<file path="config.mk">
export PLATFORM = sky130hd
export DESIGN_NAME = xlate_cache
export DESIGN_NICKNAME = d
export VERILOG_FILES = /design/src/rtl/xlate_cache_pkg.sv /design/src/rtl/xlate_cache_ctrl.sv /design/src/rtl/xlate_cache_data.sv /design/src/rtl/xlate_cache.sv
export SDC_FILE = /design/constraint.sdc
export NUM_CORES = 1
export LEC_CHECK = 0
export CORE_MARGIN = 2
export CORE_UTILIZATION = 35
export CTS_CLUSTER_DIAMETER = 60
export DETAILED_ROUTE_END_ITERATION = 12
export PLACE_DENSITY = 0.61
export SLEW_MARGIN = 20
export SYNTH_ARGS = -nofsm -noshare
export SYNTH_HDL_FRONTEND = slang
export SYNTH_SLANG_ARGS = --single-unit
</file>
<file path="constraint.sdc">
create_clock -name clk -period 5.22 [get_ports clk]
set_input_delay 1.566 -clock clk [delete_from_list [all_inputs] [get_ports clk]]
set_output_delay 1.566 -clock clk [all_outputs]
set_load 0.02 [all_outputs]
</file>
<file path="src/rtl/xlate_cache_pkg.sv">
package xlate_cache_pkg;
  parameter int VA_W   = 32;
  parameter int PAGE_W = 12;
  parameter int ATTR_W = 6;
  localparam int TAG_W = VA_W - PAGE_W;

  typedef logic [TAG_W-1:0] tcTag_t;

  typedef struct packed {
    logic [TAG_W-1:0]  ppn;
    logic [ATTR_W-1:0] attr;
    logic              wr;
    logic              rd;
  } tcEntry_t;

  typedef struct packed {
    logic wrEn;
    logic invLine;
    logic flushAll;
  } tcStrobe_t;
endpackage

</file>
<file path="src/rtl/xlate_cache_ctrl.sv">
module xlate_cache_ctrl
  import xlate_cache_pkg::*;
#(
  parameter int NUM_ENTRIES = 8,
  localparam int IDX_W = (NUM_ENTRIES > 1) ? $clog2(NUM_ENTRIES) : 1
) (
  input  logic             clk,
  input  logic             rstN,
  input  logic             fillValid,
  input  logic             fillPteValid,
  input  tcTag_t           fillTag,
  input  logic             invLineValid,
  input  tcTag_t           invTag,
  input  logic             invAllValid,
  input  logic             faultAckReq,
  input  logic             fillMatch,
  input  logic [IDX_W-1:0] fillMatchIdx,
  output tcStrobe_t        strobe,
  output logic [IDX_W-1:0] wrIdx,
  output logic             faultAckDone
);
  logic [IDX_W-1:0] rrPtr;
  logic             flushNow;
  logic             sameLine;
  logic             accept;

  always_comb begin
    flushNow        = invAllValid | faultAckReq;
    sameLine        = invLineValid && (invTag == fillTag);
    accept          = fillValid && fillPteValid && !flushNow && !sameLine;
    strobe.wrEn     = accept;
    strobe.invLine  = invLineValid && !flushNow;
    strobe.flushAll = flushNow;
    wrIdx           = fillMatch ? fillMatchIdx : rrPtr;
  end

  always_ff @(posedge clk) begin
    if (!rstN) begin
      rrPtr        <= '0;
      faultAckDone <= 1'b0;
    end else begin
      faultAckDone <= faultAckReq;
      if (accept && !fillMatch) begin
        if (rrPtr == IDX_W'(NUM_ENTRIES - 1)) rrPtr <= '0;
        else                                  rrPtr <= rrPtr + 1'b1;
      end
    end
  end

  // flushes and fault acknowledges override fills
  p_flush_drops_fill_r9: assert property (@(posedge clk) disable iff (!rstN)
    (invAllValid || faultAckReq) |-> !strobe.wrEn);

  // an invalid leaf entry never reaches the array and leaves the pointer alone
  p_bad_pte_ignored_r4: assert property (@(posedge clk) disable iff (!rstN)
    (fillValid && !fillPteValid) |=> (rrPtr == $past(rrPtr)));

  // in-place refill keeps the pointer
  p_refill_keeps_ptr_r6: assert property (@(posedge clk) disable iff (!rstN)
    (fillValid && fillMatch) |=> (rrPtr == $past(rrPtr)));

  // acknowledge follows the request by one cycle
  p_ack_follows_r10: assert property (@(posedge clk) disable iff (!rstN)
    faultAckReq |=> faultAckDone);
endmodule

</file>
<file path="src/rtl/xlate_cache_data.sv">
module xlate_cache_data
  import xlate_cache_pkg::*;
#(
  parameter int NUM_ENTRIES = 8,
  localparam int IDX_W = (NUM_ENTRIES > 1) ? $clog2(NUM_ENTRIES) : 1
) (
  input  logic             clk,
  input  logic             rstN,
  input  tcStrobe_t        strobe,
  input  logic [IDX_W-1:0] wrIdx,
  input  tcTag_t           fillTag,
  input  tcEntry_t         fillEntry,
  input  tcTag_t           invTag,
  input  tcTag_t           lookupTag,
  output logic             lookupHit,
  output tcEntry_t         lookupEntry,
  output logic             fillMatch,
  output logic [IDX_W-1:0] fillMatchIdx
);
  logic     [NUM_ENTRIES-1:0] validQ;
  tcTag_t                     tagQ  [NUM_ENTRIES];
  tcEntry_t                   dataQ [NUM_ENTRIES];
  logic     [NUM_ENTRIES-1:0] hitVec;
  logic     [NUM_ENTRIES-1:0] fillVec;
  logic     [NUM_ENTRIES-1:0] invVec;
  logic     [NUM_ENTRIES-1:0] staleVec;
  logic                       prevInv;
  tcTag_t                     prevInvTag;

  for (genvar g = 0; g < NUM_ENTRIES; g++) begin : gSlot
    assign hitVec[g]   = validQ[g] && (tagQ[g] == lookupTag);
    assign fillVec[g]  = validQ[g] && (tagQ[g] == fillTag);
    assign invVec[g]   = validQ[g] && (tagQ[g] == invTag);
    assign staleVec[g] = validQ[g] && (tagQ[g] == prevInvTag);

    always_ff @(posedge clk) begin
      if (!rstN) begin
        validQ[g] <= 1'b0;
        tagQ[g]   <= '0;
        dataQ[g]  <= '0;
      end else if (strobe.flushAll) begin
        validQ[g] <= 1'b0;
      end else if (strobe.wrEn && (wrIdx == IDX_W'(g))) begin
        validQ[g] <= 1'b1;
        tagQ[g]   <= fillTag;
        dataQ[g]  <= fillEntry;
      end else if (strobe.invLine && invVec[g]) begin
        validQ[g] <= 1'b0;
      end
    end
  end

  always_comb begin
    lookupEntry  = '0;
    fillMatchIdx = '0;
    for (int i = 0; i < NUM_ENTRIES; i++) begin
      if (hitVec[i]) lookupEntry = lookupEntry | dataQ[i];
      if (fillVec[i]) fillMatchIdx = IDX_W'(i);
    end
    lookupHit = |hitVec;
    fillMatch = |fillVec;
  end

  always_ff @(posedge clk) begin
    if (!rstN) begin
      prevInv    <= 1'b0;
      prevInvTag <= '0;
    end else begin
      prevInv    <= strobe.invLine;
      prevInvTag <= invTag;
    end
  end

  // at most one slot can match a lookup
  p_single_hit_r2: assert property (@(posedge clk) disable iff (!rstN)
    $onehot0(hitVec));

  // a flush leaves nothing valid
  p_flush_empties_r8: assert property (@(posedge clk) disable iff (!rstN)
    strobe.flushAll |=> (validQ == '0));

  // after a line invalidate the page is gone
  p_line_gone_r7: assert property (@(posedge clk) disable iff (!rstN)
    prevInv |-> (staleVec == '0));
endmodule

</file>
<file path="src/rtl/xlate_cache.sv">
module xlate_cache
  import xlate_cache_pkg::*;
#(
  parameter int NUM_ENTRIES = 8
) (
  input  logic              clk,
  input  logic              rstN,
  input  logic [VA_W-1:0]   lookupVa,
  output logic              lookupHit,
  output logic [VA_W-1:0]   lookupPa,
  output logic              lookupRd,
  output logic              lookupWr,
  output logic [ATTR_W-1:0] lookupAttr,
  input  logic              fillValid,
  input  logic [VA_W-1:0]   fillVa,
  input  logic [VA_W-1:0]   fillPte,
  input  logic              invLineValid,
  input  logic [VA_W-1:0]   invLineVa,
  input  logic              invAllValid,
  input  logic              faultAckReq,
  output logic              faultAckDone
);
  localparam int IDX_W = (NUM_ENTRIES > 1) ? $clog2(NUM_ENTRIES) : 1;

  tcStrobe_t        strobe;
  logic [IDX_W-1:0] wrIdx;
  logic             fillMatch;
  logic [IDX_W-1:0] fillMatchIdx;
  tcEntry_t         fillEntry;
  tcEntry_t         hitEntry;
  tcTag_t           fillTag;
  tcTag_t           invTag;
  tcTag_t           lookupTag;

  assign fillTag   = fillVa[VA_W-1:PAGE_W];
  assign invTag    = invLineVa[VA_W-1:PAGE_W];
  assign lookupTag = lookupVa[VA_W-1:PAGE_W];

  always_comb begin
    fillEntry.ppn  = fillPte[VA_W-1:PAGE_W];
    fillEntry.attr = fillPte[3+ATTR_W-1:3];
    fillEntry.wr   = fillPte[2];
    fillEntry.rd   = fillPte[1];
  end

  xlate_cache_ctrl #(.NUM_ENTRIES(NUM_ENTRIES)) u_ctrl (
    .clk          (clk),
    .rstN         (rstN),
    .fillValid    (fillValid),
    .fillPteValid (fillPte[0]),
    .fillTag      (fillTag),
    .invLineValid (invLineValid),
    .invTag       (invTag),
    .invAllValid  (invAllValid),
    .faultAckReq  (faultAckReq),
    .fillMatch    (fillMatch),
    .fillMatchIdx (fillMatchIdx),
    .strobe       (strobe),
    .wrIdx        (wrIdx),
    .faultAckDone (faultAckDone)
  );

  xlate_cache_data #(.NUM_ENTRIES(NUM_ENTRIES)) u_data (
    .clk          (clk),
    .rstN         (rstN),
    .strobe       (strobe),
    .wrIdx        (wrIdx),
    .fillTag      (fillTag),
    .fillEntry    (fillEntry),
    .invTag       (invTag),
    .lookupTag    (lookupTag),
    .lookupHit    (lookupHit),
    .lookupEntry  (hitEntry),
    .fillMatch    (fillMatch),
    .fillMatchIdx (fillMatchIdx)
  );

  assign lookupPa   = {hitEntry.ppn, lookupVa[PAGE_W-1:0]};
  assign lookupRd   = hitEntry.rd;
  assign lookupWr   = hitEntry.wr;
  assign lookupAttr = hitEntry.attr;

  // when the acknowledge is out, no stale translation is visible
  p_ack_after_flush_r10: assert property (@(posedge clk) disable iff (!rstN)
    faultAckDone |-> !lookupHit);
endmodule

</file>
# Word-level counts from Yosys, hierarchy flattened
# Memory sizes are Yosys's and may differ from the RTL's.
# Cells that the tools add are included.
# word_totals
ff_bits,12
mem_bits_rw,384
n_memories,2
# classes
add_sub_neg,1
n_eq_ne,33
n_mux,82
bitwise_logic,25
reduce_logical,61
# memory_table
name,depth,word_bits,rd,rd_ports_with_merged_regs,wr,line,source
u_data.dataQ,8,28,8,0,8,xlate_cache_data.sv:22,tcEntry_t dataQ [NUM_ENTRIES];
u_data.tagQ,8,20,8,0,8,xlate_cache_data.sv:21,tcTag_t tagQ [NUM_ENTRIES];
# op_table
cell,n
equality test 20 bit,25
two-way mux 28 bit,16
OR 28 bit,7
two-way mux 20 bit,8
two-way mux 1 bit,50
logical AND 1 bit,46
two-way mux 3 bit,6
OR 1 bit,17
nonzero test 2 bit,8
OR reduction 8 bit,2
equality test 3 bit (second input constant),5
equality test 3 x 2 -> 1 bit (second input constant),2
two-way mux 2 bit,2
adder 3 x 1 -> 3 bit (second input constant),1
equality test 3 x 1 -> 1 bit (second input constant),1
logical NOT 1 bit,3
logical NOT 3 bit,1
OR reduction 2 bit,1
NOT 1 bit,1

# Longest topological paths before layout
# Gate-level depths: netlist (run 1).
# An unclocked memory read counts as a cell.
# depth
word_depth,18
ltp_mapped,12
ltp_nobuf,9

# Hierarchy
# From an unflattened synthesis (run 1), not the netlist that was laid out.
# unflattened
cells_unflattened,1832
hier_area_um2,21948.6
# modules_own_cells
module,instances,cells_per_inst,area_each_um2,seq_area_each_um2
xlate_cache_data,1,1760,21365.5,11691.2
xlate_cache_ctrl,1,60,493.0,80.1
xlate_cache,1,12,90.1,0.0

# Least setup slack after synthesis (run 1)
# OpenSTA, ideal clock, no wires.
# synth_timing
path_type,in2out
from,in lookupVa[25]
to,out lookupPa[19]
arrival_time_ns,3.620
path_slack_ns,0.034
stages,9
path_buffers,3
path_cell_list,clkbuf_1 > xor2_1 > nor4_1 > nand4_1 > nor4_1 > clkbuf_1 > clkbuf_1 > a22oi_1 > nand3_1
# synth_between
elab_chain_len,17
elab_cells_between_ends,31
cone_classes,eq/ne: 8; mux: 8; bitwise: 7; reduce/logical: 8
# synth_rtl
element,line,source
start: declaration,xlate_cache.sv:8,"input logic [VA_W-1:0] lookupVa,"
equality test 20 bit,xlate_cache_data.sv:31,assign hitVec[g] = validQ[g] && (tagQ[g] == lookupTag);
logical AND 1 bit,xlate_cache_data.sv:31,
two-way mux 28 bit,xlate_cache_data.sv:57,if (hitVec[i]) lookupEntry = lookupEntry | dataQ[i];
OR 28 bit,xlate_cache_data.sv:57,
two-way mux 28 bit,xlate_cache_data.sv:57,
OR 28 bit,xlate_cache_data.sv:57,
two-way mux 28 bit,xlate_cache_data.sv:57,
OR 28 bit,xlate_cache_data.sv:57,
two-way mux 28 bit,xlate_cache_data.sv:57,
OR 28 bit,xlate_cache_data.sv:57,
two-way mux 28 bit,xlate_cache_data.sv:57,
OR 28 bit,xlate_cache_data.sv:57,
two-way mux 28 bit,xlate_cache_data.sv:57,
OR 28 bit,xlate_cache_data.sv:57,
two-way mux 28 bit,xlate_cache_data.sv:57,
OR 28 bit,xlate_cache_data.sv:57,
two-way mux 28 bit (*),xlate_cache_data.sv:57,
end: declaration,xlate_cache.sv:10,"output logic [VA_W-1:0] lookupPa,"
# Every way passes the cells marked *; elsewhere a longest branch is shown, timed or not.

# Worst setup path in the final report (run 1)
# layout_timing
from,in lookupVa[25]
to,out lookupAttr[2]
# layout_between
elab_chain_len,17
elab_cells_between_ends,31
cone_classes,eq/ne: 8; mux: 8; bitwise: 7; reduce/logical: 8
# layout_rtl
element,line,source
equality test 20 bit,xlate_cache_data.sv:31,
logical AND 1 bit,xlate_cache_data.sv:31,
two-way mux 28 bit,xlate_cache_data.sv:57,
OR 28 bit,xlate_cache_data.sv:57,
two-way mux 28 bit,xlate_cache_data.sv:57,
OR 28 bit,xlate_cache_data.sv:57,
two-way mux 28 bit,xlate_cache_data.sv:57,
OR 28 bit,xlate_cache_data.sv:57,
two-way mux 28 bit,xlate_cache_data.sv:57,
OR 28 bit,xlate_cache_data.sv:57,
two-way mux 28 bit,xlate_cache_data.sv:57,
OR 28 bit,xlate_cache_data.sv:57,
two-way mux 28 bit,xlate_cache_data.sv:57,
OR 28 bit,xlate_cache_data.sv:57,
two-way mux 28 bit,xlate_cache_data.sv:57,
OR 28 bit,xlate_cache_data.sv:57,
two-way mux 28 bit (*),xlate_cache_data.sv:57,
end: declaration,xlate_cache.sv:13,"output logic [ATTR_W-1:0] lookupAttr,"
# Marked as above.

==> metrics, run 1 <==
Mean Syn Cell Area=around 11 sq um; placed inst area=roughly 25,000 sq um; Layout Skew=0.0346 ns; HP Start=u_data.validQ[1]$_SDFFE_PP0P_; Final period util=1.00; Max Fclk=approximately 190 MHz; VDD IR max=between 0.2 and 0.25 mV; area grow syn2layout=32.8%; clock buffer depth=3; Post-DP HPWL=roughly 55,000 um; Slew Limit Fails=0; Final Cell Area=around 28,000 sq um; worst hold-check path type=reg2reg; Primary FF master, synth=edfxtp_1; Worst Max-Slew Pin Slew=slightly below 1 ns; final core utilization=0.467; router iterations before antenna repair=5; clock latency at the later pin of the worst-skew pair=a little over 0.6 ns; Synth top cells by count=384 x edfxtp_1, 381 x nor2_1, 270 x xor2_1, 230 x xnor2_1, 73 x nor4_1; Setup WS post-layout=-0.0252 ns; GR Util All Layers=0.275; number of global-route vias before repair=16,600; via/cell ratio=between 5 and 6; Min Hold Slack=~0.5 ns; share of layout cells above drive strength 1=0.234; most common cell in the netlist=edfxtp_1; largest cells by area after synthesis=edfxtp_1 55%, xor2_1 11%, xnor2_1 9.5%; Final Hold Viols=0; most frequent CP cell=buf_12; Post-synth EDFFs=384; Die Span X=approximately 250 um; Setup Viol. Count Final=10; setup TNS=-0.107 ns; grt total ovfl=0; Mapped Area=about 21,000 sq um; # rows=90; worst slack, placed=-1.10 ns; Post-Layout Cell Count=between 2,000 and 3,000; ys async rst share=0; WL/cell=29.4 um; # DRC=0; IO buf count=124; total power=about 8 mW; htree depth=2; Endpoint, Worst Hold=u_data.validQ[1]$_SDFFE_PP0P_; run status=finished with violations; Routed WL=87,100 um; Final Critical Period=approximately 5.2 ns; placer congestion estimate=between 0.9 and 1; kind of critical path=in2out; cells along the critical path=buf_6 -> buf_12 -> xor2_2 -> nor4_2 -> nand4_1 -> nor4_4 -> buf_12 -> buf_12 -> buf_16 -> a22o_1 -> a221oi_2 -> nand3_1 -> buf_6; sequential fraction of the synthesis area=0.558; post-placement cell count=2,827; PD cells=approximately 280 nW/um^2; Crit path arrival time=between 3 and 4 ns; I/O pins=176; Clk pin slew, worst setup/hold paths=0.06 ns; max cap viols=0; TritonCTS clock tree=built; Slowest cell on crit path=nor4_4; crit end category=primary output; Detail Route Antenna Nets=0; initial antenna violation count=0; initial cell density of the core=0.352; post-synth top area cell=edfxtp_1; Critical R2R Launch=u_data.tagQ[3][22]$_SDFFCE_PN0P_; CP Max Fanout=7; largest net degree at the start of global routing=50; CP Launch Type=input port; ant diodes=0; CTS buffer count=46; core area=between 60,000 and 70,000 sq um; Nets=about 2,300; net count after synthesis=1,995; Post-Syn Instances=approximately 1,900; unrepaired setup endpoints after global routing=true; first-pass GRT wire length=122,000 um; synth warn=0; Max-slew headroom=0.336; Die Ht=around 250 um; Distinct cells, synth=between 40 and 50; clk sinks=~400; vias=roughly 17,000; post-synthesis register bit count=between 300 and 400; LEAKAGE=around 10 nW; required time of the worst setup path=about 3.7 ns; CTS root buffer=clkbuf_16; Initial DRC Count=between 2,000 and 2,500; full die area=about 62,000 sq um; top-area cell type share of the netlist area=0.546; r2r worst-path depth=12; hold depth=2; failing checks=setup timing; hold_buf cts=0; reg-to-reg critical path endpoint=u_data.tagQ[3][17]$_SDFFCE_PN0P_; max incr delay on CP=about 0.37 ns; FF-to-FF setup slack=1.81 ns
## kinds of logic after synthesis
group | Yosys count | share of synthesized area
AO/OA/AOI/OAI | 137 | 0.0514
XOR/XNOR | 500 | 0.208
adder cells (fa/ha/maj) | 2 | 0.00119
buffers and inverters | 149 | 0.0364
flip-flops | 396 | 0.558
multiplexers | 3 | 0.00142
AND/OR/NAND/NOR | 672 | 0.144
## worst max-delay path: cells and delay by family
| kind | cells | cell delay (ns) |
|---|---|---|
| simple gates | 4 | 0.96 |
| compound gates | 2 | 0.18 |
| buf+inv | 6 | 0.79 |
| xor+xnor | 1 | 0.16 |
## flip-flops by register name, summed over array words and instances (netlist names)
register	cells
u_ctrl.faultAckDone	1
u_data.validQ	8
u_ctrl.rrPtr	3
u_data.dataQ	224
u_data.tagQ	160
## area by class of cell
| cell class | count | area (sq um) |
|---|---|---|
| Timing Repair Buffer | 388 | 4540 |
| Multi-Input combinational cell | 1314 | 9280 |
| Clock inverter | 26 | 238 |
| Inverter | 1 | 3.75 |
| Sequential cell | 396 | 11800 |
| Tap cell | 782 | 978 |
| Clock buffer | 60 | 1200 |
| Fill cell | 5453 | 32000 |
## routing by layer
metal / part of all wire / track usage / routed length (um) / up-vias
met1: 0.40 / 0.366 / 34600 / 8281
met2: 0.45 / 0.436 / 39600 / 1089
li1: - / - / - / 7112
met3: 0.10 / 0.0562 / 8910 / 215
met4: 0.046 / 0.113 / 3990 / 0
met5: 0 / 0 / 0 / -
## worst max path at each step
stage,slack [ns],end,depth (start not counted),from
2_1_floorplan,0.03,lookupPa[19],9,lookupVa[25]
3_3_place_gp,-1.13,lookupPa[18],11,lookupVa[24]
3_5_place_dp,-1.10,lookupPa[28],11,lookupVa[24]
4_1_cts,-0.02,lookupPa[18],13,lookupVa[15]
5_1_grt,-0.08,lookupPa[29],13,lookupVa[25]
6_report,-0.03,lookupAttr[2],13,lookupVa[25]
## cell usage in the layout (no fill, tap or decap), types with 4 or more instances in the layout
cell,count
buf_4,138
nand3_1,30
nor4_2,10
buf_16,8
nor2b_1,4
nand2_1,54
xor2_2,8
clkbuf_1,14
nor4_4,8
nand3_2,18
nand2_2,11
a221oi_2,26
edfxtp_1,384
buf_12,77
nor2_2,8
buf_2,5
buf_8,6
nor4_1,57
clkinv_1,5
xnor2_2,6
nor2_1,381
nand4_1,66
xor2_1,262
a22oi_1,30
buf_6,73
clkinv_2,10
clkbuf_16,46
nor3_1,10
a22oi_2,26
dfxtp_1,12
a21oi_1,9
o41ai_1,8
a22o_1,28
clkdlybuf4s50_1,74
xnor2_1,224
## where the power goes
group / internal (mW) / total (mW) / switching (mW)
combinational: 0.407 / 0.980 / 0.573
clock: 1.75 / 3.14 / 1.38
sequential: 3.60 / 3.70 / 0.0993
total: 5.76 / 7.81 / 2.05
## timing repair
action,CTS,global route
gates resized for setup,362,73
setup buffers,37,17
endpoints found under the setup margin,29,29
pin swaps,66,62
cloned,12,0
Power figures use the tool's default switching activity.
==> run 2, diff against run 1 <==
--- a/config.mk
+++ b/config.mk
@@ -7,8 +7,9 @@
 export LEC_CHECK = 0
 export CORE_MARGIN = 2
 export CORE_UTILIZATION = 35
-export CTS_CLUSTER_DIAMETER = 60
+export CTS_CLUSTER_DIAMETER = 80
 export DETAILED_ROUTE_END_ITERATION = 12
+export GPL_ROUTABILITY_DRIVEN = 0
 export PLACE_DENSITY = 0.61
 export SLEW_MARGIN = 20
 export SYNTH_ARGS = -nofsm -noshare
==> metrics, run 2 (synthesized netlist as in run 1, its figures left out) <==
run status=finished with violations; failing checks=setup timing; number of flip-flops in the largest register=around 220; clock latency at the later pin of the worst-skew pair=around 0.6 ns; Largest delay share family, worst path=simple AND/OR/NAND/NOR gates; most frequent cells in the layout=384 x edfxtp_1, 381 x nor2_1, 255 x xor2_1; GR Util All Layers=0.244; switching pwr=1.96 mW; Largest Register=u_data.dataQ; Final Cell Area=around 27,000 sq um; VDD IR max=around 0.30 mV; Final Hold Viols=0; Worst Max-Slew Pin Slew=approximately 0.79 ns; Clk pin slew, worst setup/hold paths=approximately 0.060 ns; Max Fclk=about 190 MHz; TritonCTS clock tree=built; htree depth=2; grt total ovfl=0; Routed WL=slightly below 80,000 um; most common cell after layout, fill and taps aside=edfxtp_1; Met1 Routed Length=30,100 um; full die area=a little over 60,000 sq um; Nets=about 2,200; placed inst area=24,600 sq um; CTS buffer count=45; unrepaired setup endpoints after global routing=true; cells along the critical path=buf_8 -> buf_6 -> xor2_2 -> nor4_2 -> nand3_1 -> nor4_4 -> buf_12 -> buf_12 -> buf_16 -> a22o_1 -> a221oi_2 -> nand3_1 -> buf_6; IO buf count=around 120; vias=between 15,000 and 20,000; max cap viols=0; Crit path arrival time=approximately 3.7 ns; share of layout cells above drive strength 1=0.217; ant diodes=0; CTS root buffer=clkbuf_16; required time of the worst setup path=between 3 and 4 ns; Die Span X=~250 um; switching share of power=0.254; clock buffer depth=3; Final Critical Period=approximately 5.3 ns; initial cell density of the core=0.352; WL/cell=26.6 um; Die Ht=250 um; Critical R2R Launch=u_data.tagQ[2][18]$_SDFFCE_PN0P_; initial antenna violation count=0; number of global-route vias before repair=16,700; via/cell ratio=~5.7; CP Max Fanout=7; PD cells=roughly 280 nW/um^2; Post-Layout Cell Count=between 2,000 and 3,000; router iterations before antenna repair=5; Final period util=1.02; clk sinks=396; LEAKAGE=just under 10 nW; Gate power share=0.116; Setup WS post-layout=-0.0867 ns; Seq pwr share=0.481; HP Start=u_data.validQ[7]$_SDFFE_PP0P_; # rows=90; Slew Limit Fails=0; met2 routed WL=36,000 um; area grow syn2layout=30.3%; core area=between 60,000 and 70,000 sq um; Detail Route Antenna Nets=0; # DRC=0; Post-DP HPWL=a little over 50,000 um; Layout Skew=~0.036 ns; Setup Viol. Count Final=16; CP Launch Type=input port; I/O pins=roughly 180; final core utilization=0.458; worst path bufs/invs=6; CP startpoint=lookupVa[24]; Clock Power Share=0.403; Initial DRC Count=2,204; max incr delay on CP=between 0.3 and 0.4 ns; Top Layer Used=met4; # fillers=around 5,400; first-pass GRT wire length=between 100,000 and 150,000 um; met3 WL post-DR=~7600 um; crit end category=primary output; Internal Power=5.75 mW; kind of critical path=in2out; post-placement cell count=between 2,000 and 3,000; largest net degree at the start of global routing=35; worst hold-check path type=reg2reg; worst slack, placed=-0.934 ns; Max-slew headroom=0.470; Top Registers=u_data.dataQ (224), u_data.tagQ (160), u_data.validQ (8); Slowest cell on crit path=nor4_4
## run 2: worst paths after layout
| check | endpoint | cells past startpoint | slack [ns] |
|---|---|---|---|
| max reg2reg | u_data.dataQ[1][101]$_SDFFCE_PN0P_ | 12 | 1.78 |
| max | lookupPa[23] | 13 | -0.09 |
| min | u_data.validQ[7]$_SDFFE_PP0P_ | 2 | 0.50 |
| min reg2reg | u_data.validQ[7]$_SDFFE_PP0P_ | 2 | 0.50 |
## run 2: metrics by stage
step,hold slack [ns],setup TNS [ns],total power [mW]
6_report,0.495,-0.758,7.71
5_1_grt,0.506,-2.16,7.89
4_1_cts,0.489,-0.359,7.69
2_1_floorplan,0.451,0,4.19
3_3_place_gp,0.474,-26.50,4.58
3_5_place_dp,0.479,-25.79,4.59
## run 2: final cells by class
| cell class | count | area [sq um] | area share |
|---|---|---|---|
| flip-flops and latches | 396 | 11800 | 0.428 |
| inverters | 1 | 3.75 | 0.000137 |
| repair buffers | 352 | 3980 | 0.145 |
| well taps | 782 | 978 | 0.0356 |
| multi-input cells | 1314 | 9330 | 0.339 |
| clock inverters | 23 | 231 | 0.00842 |
| clock buffers | 58 | 1190 | 0.0435 |
## run 2: tightest hold or removal path, stage by stage (launching register included)
cell and delay, ns:
dfxtp_1 0.32, o41ai_1 0.06, a21oi_1 0.06
## run 2: per-layer routing
metal,track usage,vias to the layer above
met5,0,-
met4,0.126,0
met3,0.0483,257
met2,0.391,1131
met1,0.313,8123
li1,-,7036
## run 2: power groups by stage
stage | registers, mW | clock network, mW | logic [mW]
after floorplan | 3.73 | 0 | 0.462
after global placement | 3.75 | 0 | 0.823
after detailed placement | 3.76 | 0 | 0.830
after CTS | 3.70 | 3.13 | 0.862
after global routing | 3.71 | 3.25 | 0.931
final | 3.71 | 3.11 | 0.895
## run 2: timing repair
item | 4_1_cts | 5_1_grt
buffers inserted | 36 | 11
resized for setup | 339 | 76
hold buffers | 0 | 0
cloned | 11 | 4
pin swaps | 74 | 53
endpoints found under the setup margin | 29 | 29
==> run 3, diff against run 2 <==
--- a/config.mk
+++ b/config.mk
@@ -5,12 +5,15 @@
 export SDC_FILE = /design/constraint.sdc
 export NUM_CORES = 1
 export LEC_CHECK = 0
+export CELL_PAD_IN_SITES_DETAIL_PLACEMENT = 1
+export CELL_PAD_IN_SITES_GLOBAL_PLACEMENT = 1
 export CORE_MARGIN = 2
 export CORE_UTILIZATION = 35
 export CTS_CLUSTER_DIAMETER = 80
 export DETAILED_ROUTE_END_ITERATION = 12
 export GPL_ROUTABILITY_DRIVEN = 0
-export PLACE_DENSITY = 0.61
+export PLACE_DENSITY = 0.71
+export SKIP_LAST_GASP = 1
 export SLEW_MARGIN = 20
 export SYNTH_ARGS = -nofsm -noshare
 export SYNTH_HDL_FRONTEND = slang
==> metrics, run 3 (synthesized netlist as in run 1, its figures left out) <==
initial antenna violation count=0; Largest Register=u_data.dataQ; VDD IR max=roughly 0.21 mV; I/O pins=176; max cap viols=0; unrepaired setup endpoints after global routing=true; CP startpoint=lookupVa[25]; Die Span X=250 um; largest net degree at the start of global routing=62; IO buf count=~120; Top Registers=u_data.dataQ (224), u_data.tagQ (160), u_data.validQ (8); Internal Power=5.58 mW; hold_buf cts=0; CTS buffer count=between 40 and 50; first-pass GRT wire length=120,000 um; Crit path arrival time=roughly 3.8 ns; switching pwr=1.99 mW; crit end category=primary output; via/cell ratio=5.78; reg-to-reg critical path endpoint=u_data.dataQ[0][27]$_SDFFCE_PN0P_; most frequent cells in the layout=384 x edfxtp_1, 381 x nor2_1, 257 x xor2_1; # DRC=0; CP Capture Point=lookupPa[31]; Worst Max-Slew Pin Slew=between 0.5 and 0.6 ns; r2r worst-path depth=13; core area=around 60,000 sq um; Multi-input gate area=approximately 9500 sq um; kind of critical path=in2out; Post-DP HPWL=56,600 um; Setup WS post-layout=-0.123 ns; Routed WL=roughly 85,000 um; PD cells=273 nW/um^2; Clk pin slew, worst setup/hold paths=about 0.060 ns; GR Util All Layers=0.264; Final Hold Viols=0; Slew Limit Fails=0; total power=about 7.6 mW; CP Max Fanout=8; most common cell after layout, fill and taps aside=edfxtp_1; grt total ovfl=0; router iterations before antenna repair=7; placed inst area=24,700 sq um; # rows=90; Initial DRC Count=between 1,500 and 2,000; clk sinks=396; Final Critical Period=between 5 and 6 ns; Seq pwr share=0.491; Max Fclk=187 MHz; Max-slew headroom=0.599; failing checks=setup timing; area grow syn2layout=31.2%; share of layout cells above drive strength 1=0.233; # fillers=approximately 6,300; run status=finished with violations; ant diodes=0; TritonCTS clock tree=built; initial cell density of the core=0.352; full die area=slightly above 60,000 sq um; Sequential Area=around 12,000 sq um; Final Cell Area=between 20,000 and 30,000 sq um; vias=17,000; WL/cell=between 20 and 30 um; Gate power share=0.120; htree depth=2; CTS root buffer=clkbuf_16; required time of the worst setup path=between 3 and 4 ns; CP Launch Type=input port; Die Ht=250 um; Nets=roughly 2,300; Detail Route Antenna Nets=0; Min Hold Slack=between 0.4 and 0.5 ns; Critical R2R Launch=u_data.tagQ[3][36]$_SDFFCE_PN0P_; Final period util=1.02; clock latency at the later pin of the worst-skew pair=0.61 ns; Setup Viol. Count Final=27; clock buffer depth=3; FF-to-FF setup slack=roughly 1.4 ns; number of flip-flops in the largest register=about 220; Layout Skew=0.0463 ns; switching share of power=0.262; Clock Power Share=0.389; number of global-route vias before repair=~18,000; worst hold-check path type=reg2reg; LEAKAGE=roughly 10 nW; setup TNS=-1.45 ns
run 3: cell count changes in the layout (fill, tap and decap cells not counted), moves of 3 or more:
cell and delta:
nand3_1 -17, buf_4 +8, a221oi_2 -8, a22oi_1 -23, a221oi_1 +7, clkinv_4 -3
buf_6 +11, nand3_2 +17, clkdlybuf4s15_1 +3, a22oi_2 +23, clkbuf_2 -3
run 3: layer usage:
layer  part of all wire  vias up  GRT usage
met4              0.055        0      0.141
met3              0.079      273     0.0521
met2               0.49      965      0.447
met5                  0        -          0
li1                   -     7067          -
met1               0.38     8666      0.316
run 3: what timing repair did:
action / CTS / global route
gates cloned: 8 / 5
gates resized for setup: 348 / 96
pin swaps: 70 / 55
setup buffers: 38 / 8
setup endpoints to repair: 29 / 29
endpoints found under the hold margin: 0 / 0
run 3: worst min path at each step:
stage               cells after the start  slack, ns                     startpoint                             to
floorplan                               2       0.45  u_data.validQ[1]$_SDFFE_PP0P_  u_data.validQ[1]$_SDFFE_PP0P_
global placement                        2       0.47  u_data.validQ[6]$_SDFFE_PP0P_  u_data.validQ[6]$_SDFFE_PP0P_
detailed placement                      2       0.49  u_data.validQ[7]$_SDFFE_PP0P_  u_data.validQ[7]$_SDFFE_PP0P_
CTS                                     2       0.50  u_data.validQ[6]$_SDFFE_PP0P_  u_data.validQ[6]$_SDFFE_PP0P_
global route                            2       0.52  u_data.validQ[3]$_SDFFE_PP0P_  u_data.validQ[3]$_SDFFE_PP0P_
finish                                  2       0.50  u_data.validQ[6]$_SDFFE_PP0P_  u_data.validQ[6]$_SDFFE_PP0P_
run 3: per-stage QoR:
step / std cells / setup WS, ns / utilization
2_1_floorplan: 1859 / 0.0337 / -
3_3_place_gp: 2810 / -1.04 / 0.412
3_5_place_dp: 2810 / -1.00 / 0.412
4_1_cts: 2932 / -0.0810 / 0.453
5_1_grt: 2937 / -0.166 / 0.461
6_report: 2937 / -0.123 / 0.461
run 3: layout make-up:
class / count / share of cell area
Tap cell: 782 / 0.0353
Sequential cell: 396 / 0.425
Multi-Input combinational cell: 1314 / 0.342
Clock inverter: 19 / 0.00574
Timing Repair Buffer: 368 / 0.150
Clock buffer: 57 / 0.0415
Inverter: 1 / 0.000136
run 3: critical path, cell delays in order:
cell     delay, ns
buf_6         0.10
buf_12        0.13
buf_12        0.13
xor2_1        0.15
nor4_1        0.29
nand4_1       0.26
nor4_4        0.41
buf_6         0.21
buf_12        0.15
a22oi_1       0.11
nand3_2       0.14
buf_6         0.13
run 3: power groups by stage:
stage	registers, mW	logic (mW)	clock network [mW]
floorplan	3.73	0.462	0
global placement	3.76	0.821	0
detailed placement	3.77	0.838	0
CTS	3.71	0.874	2.95
global route	3.72	0.944	3.07
finish	3.72	0.905	2.95
